File: config.mk
export PLATFORM = sky130hd
export DESIGN_NAME = core_standby_ctrl
export DESIGN_NICKNAME = d
export VERILOG_FILES = /design/src/rtl/stby_pkg.sv /design/src/rtl/stby_wake_dp.sv /design/src/rtl/stby_ctrl.sv /design/src/rtl/core_standby_ctrl.sv
export SDC_FILE = /design/constraint.sdc
export NUM_CORES = 1
export LEC_CHECK = 0
export ABC_AREA = 1
export BUFFER_PORTS_ARGS = -buffer_cell sky130_fd_sc_hd__buf_4
export CORE_AREA = 2 2 39 41
export DETAILED_ROUTE_END_ITERATION = 6
export DIE_AREA = 0 0 41 43
export SYNTH_ARGS = -nofsm -noshare
export SYNTH_HDL_FRONTEND = slang
export SYNTH_SLANG_ARGS = --single-unit
File: constraint.sdc
create_clock -name clk -period 1.9 [get_ports clk]
set_input_delay 0.095 -clock clk [delete_from_list [all_inputs] [get_ports clk]]
set_output_delay 0.095 -clock clk [all_outputs]
set_load 0.05 [all_outputs]
File: src/rtl/stby_pkg.sv
package stby_pkg;

  typedef enum logic [1:0] {
    ST_RUN = 2'd0,
    ST_WFI = 2'd1,
    ST_WFE = 2'd2
  } stbyState_t;

  // strobes from control to datapath, valid for one cycle
  typedef struct packed {
    logic enter;   // go into standby at this edge
    logic wake;    // return to run at this edge
    logic clrEvt;  // consume the pending event
  } ctlStrobe_t;

endpackage

File: src/rtl/stby_wake_dp.sv
module stby_wake_dp #(
  parameter int NCORES = 4
) (
  input  logic                  clk,
  input  logic                  rstN,
  input  logic                  irq,
  input  logic                  fiq,
  input  logic                  asyncAbort,
  input  logic                  maskI,
  input  logic                  maskF,
  input  logic                  maskA,
  input  logic                  dbgReq,
  input  logic                  dbgHalt,
  input  logic                  dbgInvasiveEn,
  input  logic                  dbgPermit,
  input  logic                  eventIn,
  input  logic [NCORES-1:0]     sevCluster,
  input  logic                  maintReq,
  input  logic                  cohReq,
  input  logic                  cohDone,
  input  stby_pkg::ctlStrobe_t  strb,
  output logic                  wfiWake,
  output logic                  wfeWake,
  output logic                  evtAvail,
  output logic                  coreClkEn,
  output logic                  l1ClkEn,
  output logic                  inStandby
);

  localparam int NSRC = 3;

  logic [NSRC-1:0] rawSrc;
  logic [NSRC-1:0] srcMask;
  logic [NSRC-1:0] openSrc;
  logic            dbgWake;
  logic            evtIn;
  logic            evtLatch;
  logic            l1Next;

  assign rawSrc  = {asyncAbort, fiq, irq};
  assign srcMask = {maskA, maskF, maskI};

  generate
    for (genvar g = 0; g < NSRC; g++) begin : g_mask
      assign openSrc[g] = rawSrc[g] & ~srcMask[g];
    end
  endgenerate

  assign dbgWake  = (dbgReq | dbgHalt) & dbgInvasiveEn & dbgPermit;
  assign evtIn    = eventIn | (|sevCluster);
  assign evtAvail = evtLatch | evtIn;

  assign wfiWake = (|rawSrc) | dbgWake | maintReq;
  assign wfeWake = (|openSrc) | dbgWake | maintReq | evtIn;

  // L1 clock: restored while a coherency request is in service
  always_comb begin
    if (strb.wake)       l1Next = 1'b1;
    else if (strb.enter) l1Next = 1'b0;
    else if (!inStandby) l1Next = 1'b1;
    else if (l1ClkEn)    l1Next = ~cohDone;
    else                 l1Next = cohReq;
  end

  always_ff @(posedge clk or negedge rstN) begin
    if (!rstN) begin
      evtLatch  <= 1'b0;
      coreClkEn <= 1'b1;
      l1ClkEn   <= 1'b1;
      inStandby <= 1'b0;
    end else begin
      evtLatch <= strb.clrEvt ? 1'b0 : (evtLatch | evtIn);
      l1ClkEn  <= l1Next;
      if (strb.enter) begin
        coreClkEn <= 1'b0;
        inStandby <= 1'b1;
      end else if (strb.wake) begin
        coreClkEn <= 1'b1;
        inStandby <= 1'b0;
      end
    end
  end

endmodule

File: src/rtl/stby_ctrl.sv
module stby_ctrl (
  input  logic                  clk,
  input  logic                  rstN,
  input  logic                  wfiReq,
  input  logic                  wfeReq,
  input  logic                  wfiWake,
  input  logic                  wfeWake,
  input  logic                  evtAvail,
  output stby_pkg::stbyState_t  curState,
  output stby_pkg::ctlStrobe_t  strb
);
  import stby_pkg::*;

  stbyState_t nxtState;

  always_comb begin
    nxtState = curState;
    strb     = '0;
    case (curState)
      ST_RUN: begin
        if (wfiReq) begin
          strb.enter = 1'b1;
          nxtState   = ST_WFI;
        end else if (wfeReq) begin
          if (evtAvail) begin
            strb.clrEvt = 1'b1;
          end else begin
            strb.enter = 1'b1;
            nxtState   = ST_WFE;
          end
        end
      end
      ST_WFI: begin
        if (wfiWake) begin
          strb.wake = 1'b1;
          nxtState  = ST_RUN;
        end
      end
      ST_WFE: begin
        if (wfeWake) begin
          strb.wake   = 1'b1;
          strb.clrEvt = 1'b1;
          nxtState    = ST_RUN;
        end
      end
      default: nxtState = ST_RUN;
    endcase
  end

  always_ff @(posedge clk or negedge rstN) begin
    if (!rstN) curState <= ST_RUN;
    else       curState <= nxtState;
  end

endmodule

File: src/rtl/core_standby_ctrl.sv
module core_standby_ctrl #(
  parameter int NCORES = 4
) (
  input  logic              clk,
  input  logic              rstN,
  input  logic              wfiReq,
  input  logic              wfeReq,
  input  logic              irq,
  input  logic              fiq,
  input  logic              asyncAbort,
  input  logic              maskI,
  input  logic              maskF,
  input  logic              maskA,
  input  logic              dbgReq,
  input  logic              dbgHalt,
  input  logic              dbgInvasiveEn,
  input  logic              dbgPermit,
  input  logic              eventIn,
  input  logic [NCORES-1:0] sevCluster,
  input  logic              maintReq,
  input  logic              cohReq,
  input  logic              cohDone,
  output logic              coreClkEn,
  output logic              l1ClkEn,
  output logic              inStandby
);
  import stby_pkg::*;

  stbyState_t curState;
  ctlStrobe_t ctlStrb;
  logic       wfiWake;
  logic       wfeWake;
  logic       evtAvail;

  stby_ctrl i_ctrl (
    .clk      (clk),
    .rstN     (rstN),
    .wfiReq   (wfiReq),
    .wfeReq   (wfeReq),
    .wfiWake  (wfiWake),
    .wfeWake  (wfeWake),
    .evtAvail (evtAvail),
    .curState (curState),
    .strb     (ctlStrb)
  );

  stby_wake_dp #(.NCORES(NCORES)) i_dp (
    .clk           (clk),
    .rstN          (rstN),
    .irq           (irq),
    .fiq           (fiq),
    .asyncAbort    (asyncAbort),
    .maskI         (maskI),
    .maskF         (maskF),
    .maskA         (maskA),
    .dbgReq        (dbgReq),
    .dbgHalt       (dbgHalt),
    .dbgInvasiveEn (dbgInvasiveEn),
    .dbgPermit     (dbgPermit),
    .eventIn       (eventIn),
    .sevCluster    (sevCluster),
    .maintReq      (maintReq),
    .cohReq        (cohReq),
    .cohDone       (cohDone),
    .strb          (ctlStrb),
    .wfiWake       (wfiWake),
    .wfeWake       (wfeWake),
    .evtAvail      (evtAvail),
    .coreClkEn     (coreClkEn),
    .l1ClkEn       (l1ClkEn),
    .inStandby     (inStandby)
  );

endmodule

==> flow_metrics.py <==
metrics = {
    "yosys": {
        "synth_top_area_cell": "dfrtp_1",
        "synth-edff-count": 0,
        "syn-num-nets": 87,
        "synthTopCellsByCount": "nand2_1, inv_1, nor2_1",
        "ys_dominant_reg_cell": "dfrtp_1",
        "synth_area_um2": 438,
        "synth-xor-area-share_pct": 0,
        "synthAdderAreaFrac_pct": 8.57,
        "seq_area_frac_synth_pct": 34.9,
        "synthMuxAreaShare_pct": 0,
        "synth_seq_cells": 6,
        "netlist_instances": 62,
        "synth_top_family_by_area": "simple AND/OR/NAND/NOR gates",
        "synth_top_cell_area_share_pct": 22.9,
        "yosysUniqueCellTypes": 15,
        "syn_area_per_cell_um2": 7.06,
        "synth_simple_gate_area_share_pct": 34.0,
        "synth_compound_area_share_pct": 12.3,
        "ys_top_cells_by_area": "dfrtp_1, dfstp_2, nand2_1",
        "ys.warnings.count": 0,
        "post-synth-top-count-cell": "nand2_1",
        "ys_async_sr_fraction_pct": 100,
    },
    "cells_and_area": {
        "diodes": 0,
        "area_delta_synth_final_pct": 54.0,
        "utilization_pct": 48.7,
        "seqCellArea_um2": 153,
        "layout-drive-gt1-share_pct": 41.8,
        "stdcell_area_um2": 674,
        "multiInputGateArea_um2": 240,
        "n_fill_cell": 151,
        "layout.nets": 117,
        "stdcell_count": 107,
    },
    "detailed_routing": {
        "drtPass1Iterations": 2,
        "drc": 0,
        "wl_um": 938,
        "viasPerCell": 4.27,
        "ant_nets": 0,
        "vias": 457,
        "post_drt_wl_per_cell_um": 8.77,
        "drtIter0Drc": 3,
    },
    "grt": {
        "grt_pass1_wl_um": 1620,
        "grt_max_degree": 7,
        "grt_pass1_vias": 427,
        "gr-total-overflow": 0,
        "grt_antenna_before_repair": 0,
        "grt_usage_pct": 13.5,
    },
    "die": {
        "ios": 25,
        "die-width_um": 41,
        "dieHeight_um": 43,
        "rows": 14,
        "initial_core_util_pct": 31.6,
        "core_um2": 1380,
        "dieArea_um2": 1760,
    },
    "critical_path": {
        "critPathLaunchType": "flop",
        "slowest_delay_ns": 0.39,
        "r2r_start": "i_ctrl.curState[0]$_DFFE_PN0P_",
        "path_common_cell": "inv_1",
        "ff2ff_setup_slack_ns": 0.62,
        "worst-path-max-fanout": 4,
        "crit_chain": "inv_1 -> ha_1 -> inv_1 -> nor2_1 -> nand2_2 -> nand3_2 -> nand2_1 -> o21ai_1",
        "critPathRequiredTime_ns": 2.06,
        "worstSetupPathType": "flop to flop",
        "slowest_stage": "dfrtp_1",
        "crit_arrival_ns": 1.45,
        "timing.rr.end": "i_ctrl.curState[0]$_DFFE_PN0P_",
        "worst_setup_path_end_kind": "flop",
        "reg2reg_depth": 8,
    },
    "clock_network": {
        "cts_root_buf": "clkbuf_4",
        "ctsResizeCount": 0,
        "cts_hold_buf": 1,
        "post-cts-setup-buffer-count": 0,
        "cts.path.max_buffers": 2,
        "path_clk_slew_ns": 0.05,
        "cts_made_buffers": 3,
        "clkLatencyLatePin_ns": 0.24,
        "cts_max_level": 1,
        "cts_tree": "done",
        "cts.sinks": 6,
    },
    "sta": {
        "fin_skew_ns": 0.000769,
        "relSlewSlack_pct": 85.3,
        "slew_violations": 0,
        "setup_violations": 0,
        "final_hold_viol_count": 0,
        "min_period_ns": 1.28,
        "period_share_pct": 67.5,
        "worstMarginPinSlew_ns": 0.220,
        "clock.fmax_ghz": 0.779,
        "rsz0062_at_grt": "no",
        "tns_ns": 0,
    },
    "min_path": {
        "hp-class": "input pin to flop",
        "min_to": "i_dp.coreClkEn$_DFFE_PN1P_",
        "worstHoldStart": "wfiReq",
        "min_path_cells": 4,
    },
    "placement": {
        "port_buffers": 24,
        "dpl.cell_count": 102,
        "dpl.hpwl_um": 834,
        "place_congestion": 0.813,
        "place_area_um2": 638,
    },
    "power_and_ir_drop": {
        "power_density_nw_per_um2": 1180,
        "total_power_uw": 797,
        "vdd_drop_max_v": 0.000739,
        "p_leak_uw": 0.000358,
    },
    "outcome": {
        "outcome": "complete, no violations",
    },
    "run": {
        "maxCapViolCount": 0,
    },
}
cells in the final DEF, fill, tap and decap left out, drive strengths merged:
master,netlist,final
nor2,10,10
nand2,16,16
dfstp,2,2
ha,3,3
a21oi,3,3
dfrtp,4,4
nand3,4,4
and2,1,1
dlygate4sd3,0,1
buf,0,24
clkbuf,0,4
inv,12,12
o21ai,7,7
power breakdown:
part	total [uW]	internal, uW	switching [uW]
Clock	124	79.5	44.4
Combinational	435	161	274
Sequential	237	203	34.9
kinds of logic after synthesis:
family,Yosys count
simple gates,31
buf+inv,12
compound gates,10
flops,6
fa+ha+maj,3
worst max-delay path: cells and delay by family, from the launching register on:
family | cells | cell delay [ns]
AOI/OAI and AO/OA | 1 | 0.07
adders and majority gates | 1 | 0.17
buffers and inverters | 2 | 0.16
DFF | 1 | 0.39
and+or+nand+nor | 4 | 0.41
worst max-delay path by stage:
stage	startpoint	end	slack [ns]
2_1_floorplan	i_dp.l1ClkEn$_DFF_PN1_	i_dp.l1ClkEn$_DFF_PN1_	0.75
3_3_place_gp	i_ctrl.curState[0]$_DFFE_PN0P_	i_ctrl.curState[1]$_DFFE_PN0P_	0.67
3_5_place_dp	i_ctrl.curState[0]$_DFFE_PN0P_	i_ctrl.curState[1]$_DFFE_PN0P_	0.63
4_1_cts	i_ctrl.curState[0]$_DFFE_PN0P_	i_ctrl.curState[0]$_DFFE_PN0P_	0.62
5_1_grt	i_ctrl.curState[0]$_DFFE_PN0P_	i_ctrl.curState[1]$_DFFE_PN0P_	0.45
6_report	i_ctrl.curState[0]$_DFFE_PN0P_	i_ctrl.curState[0]$_DFFE_PN0P_	0.62
state kept, by name, summed over array words and instances, names as in the netlist:
name,flops
i_ctrl.curState,2
i_dp.coreClkEn,1
i_dp.evtLatch,1
i_dp.inStandby,1
i_dp.l1ClkEn,1
through the flow:
step,hold WS [ns],setup slack (ns)
6_report,0.165,0.617
5_1_grt,0.169,0.449
4_1_cts,0.159,0.615
3_5_place_dp,-0.0959,0.630
3_3_place_gp,-0.0948,0.666
2_1_floorplan,-0.201,0.748
routing by layer:
layer / up-vias / routed length (um) / track usage (%)
met1: 198 / 403 / 16.6
met3: 0 / 39 / 3.14
met5: - / 0 / 0
li1: 251 / - / -
met4: 0 / 0 / 8.00
met2: 8 / 496 / 20.3
layout make-up:
cell class | instances | share of cell area, %
multi-input cells | 44 | 35.6
repair buffers | 25 | 28.2
flip-flops and latches | 6 | 22.6
inverters | 12 | 6.68
clock buffers | 4 | 3.90
well taps | 16 | 2.97
Power figures use the tool's default switching activity.
